File: src/rtl/dbnc_irq_bank.sv
module dbnc_irq_bank #(
  parameter int NCH = 8,
  parameter int TW  = 12,
  parameter int AW  = 8
) (
  input  logic           clk,
  input  logic           rst_n,
  input  logic           tick_1ms,
  input  logic [NCH-1:0] pin_in,
  input  logic           bus_wr,
  input  logic [AW-1:0]  bus_addr,
  input  logic [31:0]    bus_wdata,
  output logic [31:0]    bus_rdata,
  output logic           irq_out
);

  localparam logic [AW-1:0] A_DATA = AW'(8'h00);
  localparam logic [AW-1:0] A_VMSK = AW'(8'h04);
  localparam logic [AW-1:0] A_LVL  = AW'(8'h14);
  localparam logic [AW-1:0] A_ENA  = AW'(8'h18);
  localparam logic [AW-1:0] A_RAW  = AW'(8'h1C);
  localparam logic [AW-1:0] A_MSK  = AW'(8'h20);
  localparam logic [AW-1:0] A_CLR  = AW'(8'h24);
  localparam logic [AW-1:0] A_ARM  = AW'(8'h28);
  localparam logic [AW-1:0] A_DBN  = AW'(8'h40);
  localparam int PADW = 32 - NCH;

  logic [NCH-1:0] sync1, sync2, acc;
  logic [NCH-1:0] vmsk, actlvl, ena, pend, armed;
  logic [NCH-1:0] hit, cap;
  logic [TW-1:0]  dcfg [NCH];

  assign hit     = ~(acc ^ actlvl);
  assign cap     = hit & armed;
  assign irq_out = |(pend & ena);

  wire w_vmsk = bus_wr && bus_addr == A_VMSK;
  wire w_lvl  = bus_wr && bus_addr == A_LVL;
  wire w_ena  = bus_wr && bus_addr == A_ENA;
  wire w_clr  = bus_wr && bus_addr == A_CLR;
  wire w_arm  = bus_wr && bus_addr == A_ARM;

  always_ff @(posedge clk or negedge rst_n) begin
    if (!rst_n) begin
      sync1  <= '0;
      sync2  <= '0;
      vmsk   <= '0;
      actlvl <= '0;
      ena    <= '0;
      pend   <= '0;
      armed  <= '0;
    end else begin
      sync1 <= pin_in;
      sync2 <= sync1;
      if (w_vmsk) vmsk   <= bus_wdata[NCH-1:0];
      if (w_lvl)  actlvl <= bus_wdata[NCH-1:0];
      if (w_ena)  ena    <= bus_wdata[NCH-1:0];
      pend  <= (pend & ~(w_clr ? bus_wdata[NCH-1:0] : '0)) | cap;
      armed <= (w_arm ? bus_wdata[NCH-1:0] : armed) & ~cap;
    end
  end

  for (genvar i = 0; i < NCH; i++) begin : g_ch
    logic [TW-1:0] cfg_q, cnt_q;
    logic          acc_q;
    logic [TW:0]   lim, nxt;
    wire w_cfg = bus_wr && bus_addr == A_DBN + AW'(4 * i);
    assign lim     = (cfg_q == '0) ? (TW+1)'(1) : {1'b0, cfg_q};
    assign nxt     = {1'b0, cnt_q} + (TW+1)'(1);
    assign acc[i]  = acc_q;
    assign dcfg[i] = cfg_q;

    always_ff @(posedge clk or negedge rst_n) begin
      if (!rst_n) begin
        cfg_q <= '0;
        cnt_q <= '0;
        acc_q <= 1'b0;
      end else begin
        if (w_cfg) cfg_q <= bus_wdata[TW-1:0];
        if (sync2[i] == acc_q) begin
          cnt_q <= '0;
        end else if (tick_1ms) begin
          if (nxt >= lim) begin
            acc_q <= sync2[i];
            cnt_q <= '0;
          end else begin
            cnt_q <= nxt[TW-1:0];
          end
        end
      end
    end
  end

  always_comb begin
    bus_rdata = '0;
    case (bus_addr)
      A_DATA: bus_rdata = {{PADW{1'b0}}, acc & vmsk};
      A_VMSK: bus_rdata = {{PADW{1'b0}}, vmsk};
      A_LVL:  bus_rdata = {{PADW{1'b0}}, actlvl};
      A_ENA:  bus_rdata = {{PADW{1'b0}}, ena};
      A_RAW:  bus_rdata = {{PADW{1'b0}}, pend};
      A_MSK:  bus_rdata = {{PADW{1'b0}}, pend & ena};
      A_ARM:  bus_rdata = {{PADW{1'b0}}, armed};
      default: begin
        for (int k = 0; k < NCH; k++)
          if (bus_addr == A_DBN + AW'(4 * k))
            bus_rdata = {{(32-TW){1'b0}}, dcfg[k]};
      end
    endcase
  end

  p_tick_only_r9: assert property (@(posedge clk) disable iff (!rst_n)
    !tick_1ms |=> $stable(acc));

  p_cap_sets_r5: assert property (@(posedge clk) disable iff (!rst_n)
    (cap != '0) |=> ((pend & $past(cap)) == $past(cap)));

  p_cap_disarms_r6: assert property (@(posedge clk) disable iff (!rst_n)
    ((cap != '0) && !w_arm) |=> ((armed & $past(cap)) == '0));

  p_need_arm_r5: assert property (@(posedge clk) disable iff (!rst_n)
    1'b1 |=> ((pend & ~$past(pend) & ~$past(armed)) == '0));

  p_irq_needs_ena_r7: assert property (@(posedge clk) disable iff (!rst_n)
    irq_out |-> (ena != '0));

  p_hidden_data_r4: assert property (@(posedge clk) disable iff (!rst_n)
    (bus_addr == A_DATA && vmsk == '0) |-> (bus_rdata == '0));

endmodule

File: config.mk
export PLATFORM = sky130hd
export DESIGN_NAME = dbnc_irq_bank
export DESIGN_NICKNAME = d
export VERILOG_FILES = /design/src/rtl/dbnc_irq_bank.sv
export SDC_FILE = /design/constraint.sdc
export NUM_CORES = 1
export LEC_CHECK = 0
export ABC_AREA = 1
export BUFFER_PORTS_ARGS = -buffer_cell sky130_fd_sc_hd__buf_2
export CAP_MARGIN = 10
export CELL_PAD_IN_SITES_DETAIL_PLACEMENT = 0
export CELL_PAD_IN_SITES_GLOBAL_PLACEMENT = 1
export CORE_ASPECT_RATIO = 0.9
export CORE_MARGIN = 4
export CORE_UTILIZATION = 47
export CTS_CLUSTER_DIAMETER = 150
export DETAILED_ROUTE_END_ITERATION = 6
export PLACE_DENSITY_LB_ADDON = 0.08
export SLEW_MARGIN = 20
export SYNTH_ARGS = -nofsm -noshare
export SYNTH_HDL_FRONTEND = slang
export SYNTH_SLANG_ARGS = --single-unit
File: constraint.sdc
create_clock -name clk -period 3.1 [get_ports clk]
set_input_delay 0 -clock clk [delete_from_list [all_inputs] [get_ports clk]]
set_output_delay 0 -clock clk [all_outputs]
set_load 0.005 [all_outputs]
==> results of run 1 <==
[worst register-to-register path, stage by stage, from the launching register on]
cell     delay [ps]
dfrtp_1         450
ha_1            220
nand2_1          80
nor2_1          200
nand2_1         120
nor2_1          100
inv_1            50
o21ai_0         150
inv_1            80
ha_1            330
a21oi_1         150
o21a_1          140
nor2_1           50
nor2_2          120
nand3_4         180
o21ai_0         230
[power groups by stage]
stage	Combinational [mW]	Clock (mW)	Sequential, mW
floorplan	2.05	0	3.79
global placement	2.47	0	3.89
detailed placement	2.50	0	3.90
CTS	2.52	3.62	3.84
global route	2.88	3.75	3.87
finish	2.54	3.54	3.84
[cell type report]
class	count	share of cell area
clock inverter	10	0.00539
inverter	292	0.0614
clock buffer	44	0.0495
timing repair buffer	64	0.0245
sequential	256	0.359
multi-input combinational	1514	0.468
tap	462	0.0324
[synth_stat cells, types with 22 or more instances]
| master | count | area share |
|---|---|---|
| nand2_1 | 564 | 0.13 |
| inv_1 | 279 | 0.065 |
| dfrtp_1 | 256 | 0.39 |
| nor2_1 | 133 | 0.031 |
| nand3_1 | 115 | 0.035 |
| ha_1 | 104 | 0.080 |
| o21ai_0 | 100 | 0.031 |
| o21ai_1 | 80 | 0.025 |
| nand4_1 | 73 | 0.028 |
| xor2_1 | 56 | 0.030 |
| o22ai_1 | 55 | 0.021 |
| a21oi_1 | 51 | 0.016 |
| buf_2 | 25 | 0.0077 |
| buf_4 | 22 | 0.010 |
[registers in the layout, indices dropped and copies added (netlist names)]
register,count
actlvl,8
armed,8
ena,8
g_ch.acc_q,8
g_ch.cfg_q,96
g_ch.cnt_q,96
pend,8
sync1,8
sync2,8
vmsk,8
[per-layer routing]
metal  GRT usage  share of wire  up-vias
li1            -              -     6983
met1       0.376           0.49     6673
met2       0.367           0.43      340
met3      0.0292          0.058       70
met4      0.0623          0.028        0
met5     0.00128              0        -
[final timing paths]
path	endpoint	slack (ps)	cells past startpoint
min in group clk	g_ch[5].cfg_q[11]$_DFFE_PN0P_	50	3
worst min register to register	sync2[1]$_DFF_PN0_	350	0
worst max-delay path	g_ch[1].cnt_q[1]$_DFFE_PN0P_	370	15
worst max register to register	g_ch[1].cnt_q[1]$_DFFE_PN0P_	370	15
worst min-delay path	sync1[2]$_DFF_PN0_	-20	2
max in group asynchronous	g_ch[0].cnt_q[3]$_DFFE_PN0P_	2100	3
[logic make-up after synthesis]
kind of cell,after synthesis,share of synthesized area
AOI/OAI and AO/OA,331,0.117
buffers and inverters,368,0.0953
xor gates and xnor gates,75,0.0405
DFF,256,0.395
adders and majority gates,104,0.0802
other,1,0.000231
and+or+nand+nor,984,0.272
[per-stage QoR]
| stage | area [um2] | total power [mW] | instances | setup WS (ps) |
|---|---|---|---|---|
| 2_1_floorplan | 16300 | 5.83 | 2138 | 754 |
| 3_3_place_gp | 16700 | 6.36 | 2575 | 365 |
| 3_5_place_dp | 16700 | 6.40 | 2575 | 260 |
| 4_1_cts | 17800 | 9.98 | 2642 | 253 |
| 5_1_grt | 17900 | 10.5 | 2642 | 54.4 |
| 6_report | 17900 | 9.92 | 2642 | 368 |
[what timing repair did]
item / CTS / global route
hold buffers: 13 / 0
endpoints found under the setup margin: 0 / 3
endpoints found under the hold margin: 221 / 0
gates resized for setup: 0 / 2
==> impl_metrics.ini, run 1 <==
[timing]
tns_ps = 0
fin_crit_ps = 2730
clock-skew-final_ps = 10.0
relSlewSlack = 0.371
final.period_utilization = 0.881
fmax_mhz = 366
maxSlewViolCount = 0
setup_violations = 0
worstMarginPinSlew_ps = 940
whs_ps = -17.2
hold_viol_final = 5
rsz0062_at_grt = no

[yosys]
syn-cell-area_um2 = 16200
syn_avg_cell_area_um2 = 7.66
postSynthCellCount = 2119
seq_area_frac_synth = 0.395
ys_seq_elements = 256
yosysWarnings = 0
yosys_most_used_dff = dfrtp_1
synth-edff-count = 0
yosysUniqueCellTypes = 45
synthArstFlopShare = 1.00

[route]
routed_wl_um = 45800
wl_per_cell_um = 17.4
first_pass_iters = 5
drc = 0
first_iter_violations = 1022
vias = 14100
viasPerCell = 5.32
ant_nets = 0

[global_route]
grt_pass1_vias = 13200
grt_max_degree = 85
overflow = 0
track_usage = 0.244
antenna_found_initial = 1
grt_pass1_wl_um = 73400

[pwr]
p_clk_frac = 0.357
p_leak_nw = 8.33
seq_power_share = 0.387
switchingPower_mw = 3.44
switching_share = 0.347
power_density_nw_per_um2 = 555
peakVddDrop_v = 0.000485
combinationalPowerShare = 0.256
internal-power_mw = 6.47

[cells_and_area]
drive_gt1_frac = 0.0881
diodes = 0
layout_common_cells = nand2_1, inv_1, dfrtp_1, nor2_1, nand3_1
final_util = 0.525
seq_area_um2 = 6410
finalNetCount = 2314
final_common_cell = nand2_1
area_growth_pct = 10.1
multiInputGateArea_um2 = 8370
fillers = 3362

[clock_tree]
clk_pin_slew_ps = 60
clk_latency_ps = 560
htree_levels = 1
cts-root-buf = clkbuf_16
cts_sinks = 256
cts_made_buffers = 30
post-cts-setup-buffers = 0
clk_path_buf_depth = 3
cts_tree = done

[worst_setup_path]
worstReg2RegStart = g_ch[1].cnt_q[0]$_DFFE_PN0P_
path_max_fanout = 14
cp_slowest_cell = dfrtp_1
arrival_ps = 3210
path_cells = ha_1 -> nand2_1 -> nor2_1 -> nand2_1 -> nor2_1 -> inv_1 -> o21ai_0 -> inv_1 -> ha_1 -> a21oi_1 -> o21a_1 -> nor2_1 -> nor2_2 -> nand3_4 -> o21ai_0
cp_top_family = simple AND/OR/NAND/NOR gates
max_stage_delay_ps = 450
path_common_cell = nor2_1
required_ps = 3580
crit_path_end_kind = flop
cp-start-kind = flop
path_buf_inv = 2
worstSetupStartpoint = g_ch[1].cnt_q[0]$_DFFE_PN0P_
critical_path_class = reg -> reg

[floorplanning]
pin_count = 85
dieWidth_um = 204
dieArea_um2 = 37600
die_h_um = 184
row_count = 64
initial_core_util = 0.477
core_um2 = 34000

[place]
gp_congestion = 0.898
hpwl_um = 33600
portBuffers = 44

[run]
maxCapViolations = 0

[outcome]
status = finished, violations left
violations = negative hold slack

[worst_hold_path]
hp-class = in -> async
Note: power is estimated with default switching activity, not from simulation.
==> run 2: changes to the inputs <==
- CTS_BUF_LIST: unset -> sky130_fd_sc_hd__clkbuf_16
- MAX_ROUTING_LAYER: unset -> met4
==> impl_metrics.ini, run 2 (synthesis results as in run 1) <==
[route]
dr_wl_met2_um = 19500
top_layer = met4
wl_met3_um = 2290
routed_wl_um = 45300
viasPerCell = 5.27
first_iter_violations = 940
wl_per_cell_um = 17.1
wl_met1_um = 22400
ant_nets = 0
first_pass_iters = 5
drc = 0
vias = 13900

[pwr]
peakVddDrop_v = 0.000431
p_leak_nw = 8.38
power_density_nw_per_um2 = 559
p_total_mw = 10.0

[outcome]
status = completed

[floorplanning]
row_count = 64
die_h_um = 184
pin_count = 85
dieArea_um2 = 37600
core_um2 = 34000
dieWidth_um = 204
initial_core_util = 0.477

[place]
dp_slack_ps = 263
gp_congestion = 0.926
hpwl_um = 33300
dpl_cell_area_um2 = 16800
placed_cells = 2575
portBuffers = 44

[worst_setup_path]
critical_path_class = reg -> reg
path_buf_inv = 2
cp_slowest_cell = dfrtp_1
crit_path_end_kind = flop
path_depth = 16
max_stage_delay_ps = 440
r2r_cells = 16
arrival_ps = 3130
r2r_end = g_ch[1].acc_q$_DFFE_PN0P_
worstSetupStartpoint = g_ch[1].cnt_q[0]$_DFFE_PN0P_
cp_top_family = simple AND/OR/NAND/NOR gates
path_max_fanout = 14
required_ps = 3560
cp-start-kind = flop
path_cells = ha_1 -> nand2_1 -> nor2_1 -> nand2_1 -> nor2_1 -> inv_1 -> o21ai_0 -> inv_1 -> ha_1 -> a21oi_1 -> o21a_1 -> nor2_1 -> nor2_2 -> nand3_4 -> nand3_1 -> nand2_1
worstReg2RegStart = g_ch[1].cnt_q[0]$_DFFE_PN0P_
reg2reg_slack_ps = 430

[clock_tree]
cts-root-buf = clkbuf_16
cts_sinks = 256
htree_levels = 1
cts_made_buffers = 30
clk_path_buf_depth = 3
clk_pin_slew_ps = 60
clk_latency_ps = 570
cts_tree = done
post-cts-setup-buffers = 0

[cells_and_area]
final_util = 0.526
layout_common_cells = nand2_1, inv_1, dfrtp_1, nor2_1, nand3_1
drive_gt1_frac = 0.0894
multiInputGateArea_um2 = 8370
finalNetCount = 2314
instances_no_fill = 2644
diodes = 0
seq_area_um2 = 6410
final_common_cell = nand2_1
fillers = 3379
fin_area_um2 = 17900
top_regs = g_ch.cfg_q x96, g_ch.cnt_q x96
area_growth_pct = 10.3

[timing]
clock-skew-final_ps = 13.4
whs_ps = 49.3
worst_slack_ps = 425
rsz0062_at_grt = no
worstMarginPinSlew_ps = 890
setup_violations = 0
hold_viol_final = 0
maxSlewViolCount = 0
fin_crit_ps = 2670
tns_ps = 0
relSlewSlack = 0.404
final.period_utilization = 0.863
fmax_mhz = 374

[global_route]
track_usage = 0.251
overflow = 0
grt_pass1_vias = 13200
grt_max_degree = 89
antenna_found_initial = 0
grt_pass1_wl_um = 73100

[run]
maxCapViolations = 0

[worst_hold_path]
hp-class = in -> async
[run 2: area by class of cell]
type | count | area share
Clock buffer | 31 | 0.0433
Clock inverter | 25 | 0.0129
Inverter | 292 | 0.0612
Multi-Input combinational cell | 1514 | 0.467
Sequential cell | 256 | 0.358
Tap cell | 462 | 0.0323
Timing Repair Buffer | 64 | 0.0252
[run 2: how the worst max path moves through the flow]
| stage | to | slack, ps |
|---|---|---|
| 2_1_floorplan | g_ch[5].acc_q$_DFFE_PN0P_ | 750 |
| 4_1_cts | g_ch[5].cnt_q[1]$_DFFE_PN0P_ | 250 |
| 3_5_place_dp | g_ch[5].cnt_q[2]$_DFFE_PN0P_ | 260 |
| 6_report | g_ch[1].acc_q$_DFFE_PN0P_ | 430 |
| 5_1_grt | g_ch[1].cnt_q[1]$_DFFE_PN0P_ | 30 |
| 3_3_place_gp | g_ch[5].acc_q$_DFFE_PN0P_ | 380 |
[run 2: per-layer routing]
layer | vias to the layer above | track usage
met5 | - | -
met3 | 60 | 0.0274
li1 | 6994 | -
met2 | 330 | 0.370
met1 | 6547 | 0.374
met4 | 0 | 0.0577
[run 2: power by group]
part | internal, mW | switching (mW) | total, mW
sequential | 3.56 | 0.288 | 3.84
clock | 2.14 | 1.48 | 3.62
combinational | 0.860 | 1.68 | 2.54
[run 2: what timing repair did]
action / CTS / global route
endpoints found under the hold margin: 125 / 0
resized for setup: 0 / 3
hold buffers: 13 / 0
endpoints found under the setup margin: 0 / 14
==> run 3: changes to the inputs <==
- BUFFER_PORTS_ARGS: -buffer_cell sky130_fd_sc_hd__buf_2 -> -buffer_cell sky130_fd_sc_hd__buf_4
- CORE_ASPECT_RATIO: 0.9 -> 0.5
- CTS_CLUSTER_DIAMETER: 150 -> 50
==> impl_metrics.ini, run 3 (synthesis results as in run 1) <==
[outcome]
status = completed

[clock_tree]
cts_sinks = 256
clk_pin_slew_ps = 70
cts-root-buf = clkbuf_16
clk_path_buf_depth = 3
cts_tree = done
post-cts-setup-buffers = 0
cts_made_buffers = 28
htree_levels = 1
clk_latency_ps = 570

[route]
wl_met3_um = 2810
first_iter_violations = 1124
wl_per_cell_um = 17.4
dr_wl_met2_um = 18800
first_pass_iters = 5
drc = 0
vias = 14000
ant_nets = 0
top_layer = met4
wl_met1_um = 23900
routed_wl_um = 46000
viasPerCell = 5.28

[floorplanning]
initial_core_util = 0.483
dieArea_um2 = 37800
core_um2 = 33600
dieWidth_um = 271
pin_count = 85
row_count = 47
die_h_um = 139

[place]
portBuffers = 44
hpwl_um = 33700
dp_slack_ps = 259
gp_congestion = 0.900

[global_route]
grt_max_degree = 97
antenna_found_initial = 0
grt_pass1_vias = 12900
grt_pass1_wl_um = 73300
overflow = 0
track_usage = 0.251

[cells_and_area]
fillers = 3355
seq_area_um2 = 6410
diodes = 0
multiInputGateArea_um2 = 8350
layout_common_cells = nand2_1, inv_1, dfrtp_1, nor2_1, nand3_1
top_regs = g_ch.cfg_q x96, g_ch.cnt_q x96
final_util = 0.534
final_common_cell = nand2_1
finalNetCount = 2319
drive_gt1_frac = 0.0880
area_growth_pct = 10.6

[timing]
worstMarginPinSlew_ps = 933
setup_violations = 0
final.period_utilization = 0.914
fin_crit_ps = 2830
worst_slack_ps = 268
clock-skew-final_ps = 16.4
maxSlewViolCount = 0
rsz0062_at_grt = no
tns_ps = 0
fmax_mhz = 353
hold_viol_final = 0
relSlewSlack = 0.375

[worst_hold_path]
hp-class = in -> reg

[worst_setup_path]
path_buf_inv = 2
cp_slowest_cell = dfrtp_1
cp-start-kind = flop
path_cells = ha_1 -> nand2_1 -> nor2_1 -> nand2_1 -> nor2_1 -> inv_1 -> o21ai_0 -> inv_1 -> ha_1 -> a21oi_1 -> o21a_1 -> nor2_1 -> nor2_2 -> nand3_2 -> o22ai_1
max_stage_delay_ps = 430
critical_path_class = reg -> reg
path_max_fanout = 14
crit_path_end_kind = flop
required_ps = 3560
arrival_ps = 3290
cp_top_family = simple AND/OR/NAND/NOR gates
path_common_cell = nor2_1

[pwr]
peakVddDrop_v = 0.000394
p_leak_nw = 8.38
power_density_nw_per_um2 = 546

[run]
maxCapViolations = 0
[run 3: final timing paths]
kind                                               from                           end  slack (ps)  cells after the start
min in group asynchronous                         rst_n  g_ch[1].cnt_q[2]$_DFFE_PN0P_          50                      2
min reg2reg                          sync1[1]$_DFF_PN0_            sync2[1]$_DFF_PN0_         350                      0
max reg2reg                g_ch[1].cnt_q[0]$_DFFE_PN0P_  g_ch[1].cnt_q[6]$_DFFE_PN0P_         270                     15
max                        g_ch[1].cnt_q[0]$_DFFE_PN0P_  g_ch[1].cnt_q[6]$_DFFE_PN0P_         270                     15
min                                        bus_wdata[4]  g_ch[0].cfg_q[4]$_DFFE_PN0P_          30                      3
max in group asynchronous                         rst_n  g_ch[5].cnt_q[4]$_DFFE_PN0P_        2190                      3
[run 3: power breakdown]
part / switching, mW / internal (mW) / leakage, nW / total [mW]
Clock: 1.47 / 1.94 / 0.450 / 3.41
Sequential: 0.307 / 3.55 / 3.46 / 3.86
Combinational: 1.66 / 0.873 / 4.47 / 2.53
Total: 3.43 / 6.37 / 8.38 / 9.80
[run 3: metrics by stage]
stage	area [um2]	cells	power [mW]	hold slack, ps
2_1_floorplan	16300	2138	5.83	-296
3_3_place_gp	16900	2583	6.43	102
3_5_place_dp	16900	2583	6.45	96.6
4_1_cts	17900	2646	9.89	10.0
5_1_grt	17900	2646	10.4	20.6
6_report	17900	2646	9.80	28.5
[run 3: timing repair]
item / in CTS / in global routing
resized for setup: 0 / 0
hold buffers: 15 / 0
endpoints found under the hold margin: 141 / 0
[run 3: area by class of cell]
type,count,area share
Clock buffer,29,0.0404
Clock inverter,19,0.0102
Timing Repair Buffer,71,0.0336
Tap cell,465,0.0324
Multi-Input combinational cell,1514,0.465
Sequential cell,256,0.357
Inverter,292,0.0611
[run 3: routing by layer]
metal  global-route usage  vias to the layer above
li1                     -                     7007
met1                0.390                     6587
met2                0.354                      342
met3               0.0370                       36
met4               0.0283                        0
met5                    -                        -
[run 3: worst min-delay path: stages]
cell and delay, ps:
buf_4 70, inv_1 260, o21ai_1 220
